<file path="src/rtl/itv_pkg.sv">
package itv_pkg;
    typedef enum logic [1:0] {
        PORT_CTRL = 2'd0,
        PORT_CH0  = 2'd1,
        PORT_CH2  = 2'd2,
        PORT_NONE = 2'd3
    } port_e;

    typedef enum logic [1:0] {
        CH_IDLE = 2'd0,
        CH_RUN  = 2'd1,
        CH_DONE = 2'd2
    } ch_state_e;

    typedef enum logic {
        SEQ_LO = 1'b0,
        SEQ_HI = 1'b1
    } seq_state_e;

    localparam int MODE_W = 3;
    localparam int NCH    = 2;
    localparam logic [7:0] TC_STATUS = 8'h20;
endpackage

</file>
<file path="src/rtl/itv_ctl_dec.sv">
module itv_ctl_dec
    import itv_pkg::*;
(
    input  logic              clk,
    input  logic              rst_n,
    input  logic              wr_ctl,
    input  logic [7:1]        ctl_bits,
    output logic [NCH-1:0]    mode_we,
    output logic [MODE_W-1:0] mode_val,
    output logic              err_o
);
    logic bad;
    logic err_q;

    always_comb begin
        mode_we  = '0;
        bad      = 1'b0;
        mode_val = ctl_bits[3:1];
        if (wr_ctl) begin
            if (ctl_bits[5:4] != 2'b11) begin
                bad = 1'b1;
            end else begin
                unique case (ctl_bits[7:6])
                    2'b00:   mode_we[0] = 1'b1;
                    2'b10:   mode_we[1] = 1'b1;
                    default: bad = 1'b1;
                endcase
            end
        end
    end

    always_ff @(posedge clk) begin
        if (!rst_n) err_q <= 1'b0;
        else        err_q <= bad;
    end

    assign err_o = err_q;

    // the error flag follows a control write and never comes with a mode update
    a_r2_err_needs_write: assert property (@(posedge clk) disable iff (!rst_n)
        err_q |-> $past(wr_ctl));
    a_r3_err_no_mode: assert property (@(posedge clk) disable iff (!rst_n)
        mode_we != '0 |=> !err_q);
endmodule

</file>
<file path="src/rtl/itv_load_seq.sv">
module itv_load_seq
    import itv_pkg::*;
#(
    parameter int BYTE_W = 8,
    localparam int CNT_W = 2 * BYTE_W
) (
    input  logic              clk,
    input  logic              rst_n,
    input  logic              wr_data_en,
    input  logic              wr_ch,
    input  logic [BYTE_W-1:0] data,
    output logic [NCH-1:0]    start,
    output logic [CNT_W-1:0]  load_val
);
    seq_state_e        state, nxt;
    logic [BYTE_W-1:0] lo_q;

    always_ff @(posedge clk) begin
        if (!rst_n) begin
            state <= SEQ_LO;
            lo_q  <= '0;
        end else begin
            state <= nxt;
            if (state == SEQ_LO && wr_data_en) lo_q <= data;
        end
    end

    always_comb begin
        nxt = state;
        unique case (state)
            SEQ_LO: if (wr_data_en) nxt = SEQ_HI;
            SEQ_HI: if (wr_data_en) nxt = SEQ_LO;
            default: nxt = SEQ_LO;
        endcase
    end

    always_comb begin
        start    = '0;
        load_val = {data, lo_q};
        if (state == SEQ_HI && wr_data_en) start[wr_ch] = 1'b1;
    end

    // the pending flag holds until the next data write; one start at a time
    a_r5_pending_holds: assert property (@(posedge clk) disable iff (!rst_n)
        (state == SEQ_HI && !wr_data_en) |=> state == SEQ_HI);
    a_r5_start_onehot: assert property (@(posedge clk) disable iff (!rst_n)
        $onehot0(start));
endmodule

</file>
<file path="src/rtl/itv_chan.sv">
module itv_chan
    import itv_pkg::*;
#(
    parameter int CNT_W  = 16,
    parameter int STAT_W = 8
) (
    input  logic              clk,
    input  logic              rst_n,
    input  logic              tick,
    input  logic              start,
    input  logic [CNT_W-1:0]  load_val,
    input  logic              mode_we,
    input  logic [MODE_W-1:0] mode_val,
    output logic [STAT_W-1:0] status,
    output logic              expire
);
    ch_state_e         state, nxt;
    logic [CNT_W-1:0]  cnt_q, reload_q;
    logic [MODE_W-1:0] mode_q;
    logic [STAT_W-1:0] status_q;
    logic              expire_q;
    logic              at_end;
    logic              one_shot;

    assign one_shot = (mode_q == '0);
    assign at_end   = (state == CH_RUN) && tick && !start && (cnt_q == CNT_W'(1));

    always_ff @(posedge clk) begin
        if (!rst_n) state <= CH_IDLE;
        else        state <= nxt;
    end

    always_comb begin
        nxt = state;
        unique case (state)
            CH_IDLE: if (start) nxt = CH_RUN;
            CH_RUN:  if (!start && at_end && one_shot) nxt = CH_DONE;
            CH_DONE: if (start) nxt = CH_RUN;
            default: nxt = CH_IDLE;
        endcase
    end

    always_ff @(posedge clk) begin
        if (!rst_n) begin
            cnt_q    <= '0;
            reload_q <= '0;
            mode_q   <= '0;
            status_q <= '0;
            expire_q <= 1'b0;
        end else begin
            expire_q <= at_end;
            if (mode_we) mode_q <= mode_val;
            if (start) begin
                cnt_q    <= load_val;
                reload_q <= load_val;
                status_q <= '0;
            end else if (state == CH_RUN && tick) begin
                cnt_q <= at_end ? reload_q : cnt_q - CNT_W'(1);
                if (at_end && one_shot) status_q <= STAT_W'(TC_STATUS);
            end
        end
    end

    assign status = status_q;
    assign expire = expire_q;

    a_r6_start_loads: assert property (@(posedge clk) disable iff (!rst_n)
        start |=> (cnt_q == $past(load_val) && status_q == '0 && state == CH_RUN));
    a_r7_no_tick_hold: assert property (@(posedge clk) disable iff (!rst_n)
        (state == CH_RUN && !tick && !start) |=> $stable(cnt_q));
    a_r8_done_silent: assert property (@(posedge clk) disable iff (!rst_n)
        (state == CH_DONE && !start) |=> (!expire_q && state == CH_DONE));
    a_r8_done_status: assert property (@(posedge clk) disable iff (!rst_n)
        (expire_q && state == CH_DONE) |-> status_q == STAT_W'(TC_STATUS));
    a_r9_reload: assert property (@(posedge clk) disable iff (!rst_n)
        (expire_q && state == CH_RUN) |-> cnt_q == reload_q);
endmodule

</file>
<file path="src/rtl/interval_timer_pair.sv">
module interval_timer_pair
    import itv_pkg::*;
#(
    parameter int BYTE_W = 8
) (
    input  logic              clk,
    input  logic              rst_n,
    input  logic              tick_en,
    input  logic              wr_en,
    input  logic [1:0]        wr_port,
    input  logic [BYTE_W-1:0] wr_data,
    output logic [BYTE_W-1:0] status_o,
    output logic              ctl_err_o,
    output logic [NCH-1:0]    expire_o
);
    localparam int CNT_W = 2 * BYTE_W;

    port_e             port;
    logic              wr_ctl, wr_data_en, wr_ch;
    logic [NCH-1:0]    mode_we, start;
    logic [MODE_W-1:0] mode_val;
    logic [CNT_W-1:0]  load_val;
    logic [BYTE_W-1:0] stat_all [NCH];

    assign port       = port_e'(wr_port);
    assign wr_ctl     = wr_en && (port == PORT_CTRL);
    assign wr_data_en = wr_en && (port == PORT_CH0 || port == PORT_CH2);
    assign wr_ch      = (port == PORT_CH2);

    itv_ctl_dec u_dec (
        .clk      (clk),
        .rst_n    (rst_n),
        .wr_ctl   (wr_ctl),
        .ctl_bits (wr_data[7:1]),
        .mode_we  (mode_we),
        .mode_val (mode_val),
        .err_o    (ctl_err_o)
    );

    itv_load_seq #(.BYTE_W(BYTE_W)) u_seq (
        .clk        (clk),
        .rst_n      (rst_n),
        .wr_data_en (wr_data_en),
        .wr_ch      (wr_ch),
        .data       (wr_data),
        .start      (start),
        .load_val   (load_val)
    );

    for (genvar g = 0; g < NCH; g++) begin : g_chan
        itv_chan #(.CNT_W(CNT_W), .STAT_W(BYTE_W)) u_chan (
            .clk      (clk),
            .rst_n    (rst_n),
            .tick     (tick_en),
            .start    (start[g]),
            .load_val (load_val),
            .mode_we  (mode_we[g]),
            .mode_val (mode_val),
            .status   (stat_all[g]),
            .expire   (expire_o[g])
        );
    end

    assign status_o = stat_all[1];

    // a status byte only ever holds the cleared or terminal-count value
    a_r10_ch0_status_legal: assert property (@(posedge clk) disable iff (!rst_n)
        (stat_all[0] == '0) || (stat_all[0] == BYTE_W'(TC_STATUS)));
    a_r10_ch2_status_legal: assert property (@(posedge clk) disable iff (!rst_n)
        (status_o == '0) || (status_o == BYTE_W'(TC_STATUS)));
endmodule

</file>
<file path="config.mk">
export PLATFORM = sky130hd
export DESIGN_NAME = interval_timer_pair
export DESIGN_NICKNAME = d
export VERILOG_FILES = /design/src/rtl/itv_pkg.sv /design/src/rtl/itv_ctl_dec.sv /design/src/rtl/itv_load_seq.sv /design/src/rtl/itv_chan.sv /design/src/rtl/interval_timer_pair.sv
export SDC_FILE = /design/constraint.sdc
export NUM_CORES = 1
export LEC_CHECK = 0
export BUFFER_PORTS_ARGS = -buffer_cell sky130_fd_sc_hd__clkbuf_2
export CORE_ASPECT_RATIO = 1.1
export CORE_MARGIN = 2
export CORE_UTILIZATION = 61
export DETAILED_ROUTE_END_ITERATION = 7
export PLACE_DENSITY_LB_ADDON = 0.1
export SYNTH_ARGS = -nofsm -noshare
export SYNTH_HDL_FRONTEND = slang
export SYNTH_SLANG_ARGS = --single-unit
</file>
<file path="constraint.sdc">
create_clock -name clk -period 2.8 [get_ports clk]
set_input_delay 0.56 -clock clk [delete_from_list [all_inputs] [get_ports clk]]
set_output_delay 0.56 -clock clk [all_outputs]
set_load 0.01 [all_outputs]
</file>
==> results_dict.tcl <==
set metrics [dict create \
    yosys_warnings 0 \
    place_congestion 0.877 \
    antenna_found_initial 0 \
    slew_viol_final 0 \
    crit_required_ps 3080 \
    row_count 32 \
    start_util_pct 62.2 \
    clk_path_buf_depth 2 \
    mostFrequentLayoutCells "dfxtp_1, nand2_1, nor2_1" \
    final_antenna_net_count 0 \
    routed_wl_um 10100 \
    ys_ff_latch 87 \
    worst_slack_ps 487 \
    cts_tree "done" \
    drtPass1Iterations 4 \
    synth_area_per_cell_um2 8.20 \
    root_buffer "clkbuf_8" \
    clk_latency_ps 360 \
    cts_hold_buf 0 \
    grt_max_degree 38 \
    drive_gt1_share_pct 11.7 \
    syn2layout_area_growth_pct 8.31 \
    antenna_cells 0 \
    pre_cts_ws_ps 331 \
    crit_chain "inv_1, ha_1, nor4b_1, nand4_2, or2_1, a21o_1, a31oi_1" \
    yosysUniqueCellTypes 53 \
    dieHeight_um 92.4 \
    vdd_drop_max_uv 394 \
    cts_buffers 9 \
    skew_ps 8.85 \
    grt_usage_pct 27.7 \
    power.leakage_nw 1.86 \
    fmax_mhz 432 \
    slowest_stage "or2_1" \
    layout_commonest_cell "dfxtp_1" \
    clock-sinks 87 \
    port-buffer-count 17 \
    placed_cell_area_mm2 0.00450 \
    ys_seq_area_share_pct 40.2 \
    path_clk_slew_ps 90 \
    status "finished, final reports clean" \
    io_pins 25 \
    die-area_mm2 0.00780 \
    synthArstFlopShare_pct 0 \
    route.detailed.drc 0 \
    cp.buffers_inverters 1 \
    fin_area_mm2 0.00470 \
    layout.nets 565 \
    vias 3814 \
    cp-end-kind "flip-flop" \
    first_global_vias 3779 \
    p_per_area_mw_per_mm2 528 \
    post-route-min-period_ps 2310 \
    fin_crit_sh_pct 82.6 \
    cap_viol_max_count 0 \
    critPathMaxFanout 13 \
    detailed_place_hpwl_um 7190 \
    slew_headroom_pct 50.1 \
    grt_pass1_wl_um 17500 \
    critPathTopFamily "simple AND/OR/NAND/NOR gates" \
    synth_top_flop_cell "dfxtp_1" \
    wl_per_cell_um 16.0 \
    finalSetupViolations 0 \
    drt_iter0_drc 132 \
    arrival_ps 2590 \
    synth_edf_count 0 \
    postCtsSetupRepairBufs 0 \
    cts_resized 0 \
    tns_ps 0 \
    grt_setup_unrepaired "false" \
    crit_type "reg -> reg" \
    grt-ovfl-total 0 \
    hold_viol 0 \
    coreArea_mm2 0.00697 \
    worstMarginPinSlew_ps 743 \
    hold_path.class "reg -> reg" \
    max_stage_delay_ps 490 \
    die_w_um 84.4 \
    viasPerCell 6.03 \
    start_kind "flip-flop" \
    netlist_area_mm2 0.00434 \
    h-tree-depth 3 \
    synth_cells 529 \
]
## registers in the layout (all words and copies together), names as in the netlist
| name | flops |
|---|---|
| g_chan.u_chan.cnt_q | 32 |
| g_chan.u_chan.expire | 2 |
| g_chan.u_chan.mode_q | 6 |
| g_chan.u_chan.reload_q | 32 |
| g_chan.u_chan.state | 4 |
| g_chan.u_chan.status | 1 |
| u_dec.err_o | 1 |
| u_seq.lo_q | 8 |
| u_seq.state | 1 |
## logic make-up after synthesis
logic type                 after synthesis  share of synthesized area (%)
and+or+nand+nor                        215                           24.4
xor gates and xnor gates                15                           3.03
adders and majority gates                8                           2.31
AOI/OAI and AO/OA                      142                           21.7
buffers and inverters                   49                           5.57
muxes                                   12                           2.77
DFF                                     87                           40.2
other                                    1                         0.0865
## final cells by class
type                            instances  area [um2]
Tap cell                               85         106
Multi-Input combinational cell        399        2380
Clock inverter                          5        57.6
Clock buffer                           10         138
Inverter                               10        37.5
Timing Repair Buffer                   36         240
Fill cell                             592        2270
Sequential cell                        87        1740
## cells in the mapped netlist (all sizes together) (2+ instances only)
master  number  area [um2]
a221oi       2        17.5
a21oi       41         205
nand2b       3        18.8
o21a         5        37.5
a21boi      27         203
nor3b        6        45.0
o32ai       18         165
nor2b        2        12.5
o31a         5        43.8
nand4        6        43.8
buf         19         119
o22ai       10        62.6
dfxtp       87        1740
mux2i       12         120
xnor2       14         123
o211ai       2        15.0
nor4         8        86.3
nand3       12        72.6
inv         10        37.5
nor3        15        80.1
nand4b       2        17.5
nand2       82         308
o21ai       18        90.1
nor2        62         240
and3b        2        17.5
a31oi        2        12.5
a21o         4        30.0
ha           8         100
and2         3        18.8
or2          2        12.5
clkbuf      20        85.1
nand3b       3        22.5
o31ai        7        52.6
or3          3        20.0
## path summary, 6_finish.rpt
path,slack [ps],cells after the start,start,to
min,460,2,g_chan[0].u_chan.reload_q[7],g_chan[0].u_chan.reload_q[7]
min reg2reg,460,2,g_chan[0].u_chan.reload_q[7],g_chan[0].u_chan.reload_q[7]
max,490,7,g_chan[0].u_chan.cnt_q[1],g_chan[0].u_chan.cnt_q[8]
max reg2reg,490,7,g_chan[0].u_chan.cnt_q[1],g_chan[0].u_chan.cnt_q[8]
## worst reg2reg max path: cells and delay by family (launching register included)
family	cells	cell delay (ps)
AO/OA/AOI/OAI	2	380
AND/OR/NAND/NOR	3	1170
buffers and inverters	1	130
flip-flops	1	370
adder cells (fa/ha/maj)	1	180
## routing by layer
layer	routed length, um	vias to the layer above	global-route usage (%)
li1	-	1886	-
met4	163	0	9.79
met5	0	-	0
met1	4470	1849	33.4
met3	318	18	4.90
met2	5190	61	49.5
## power by group
| part | internal, mW | switching [mW] | total, mW |
|---|---|---|---|
| Sequential | 1.26 | 0.0272 | 1.29 |
| Combinational | 0.134 | 0.182 | 0.316 |
| Clock | 0.433 | 0.439 | 0.873 |
## stage by stage
step           utilization, %  total power, mW  cells  hold slack [ps]
2_1_floorplan               -             1.55    535              432
3_3_place_gp             64.6             1.62    617              439
3_5_place_dp             64.6             1.63    617              444
4_1_cts                  67.4             2.50    632              456
5_1_grt                  67.4             2.60    632              472
6_report                 67.4             2.48    632              455
(Power assumes the default switching activity.)
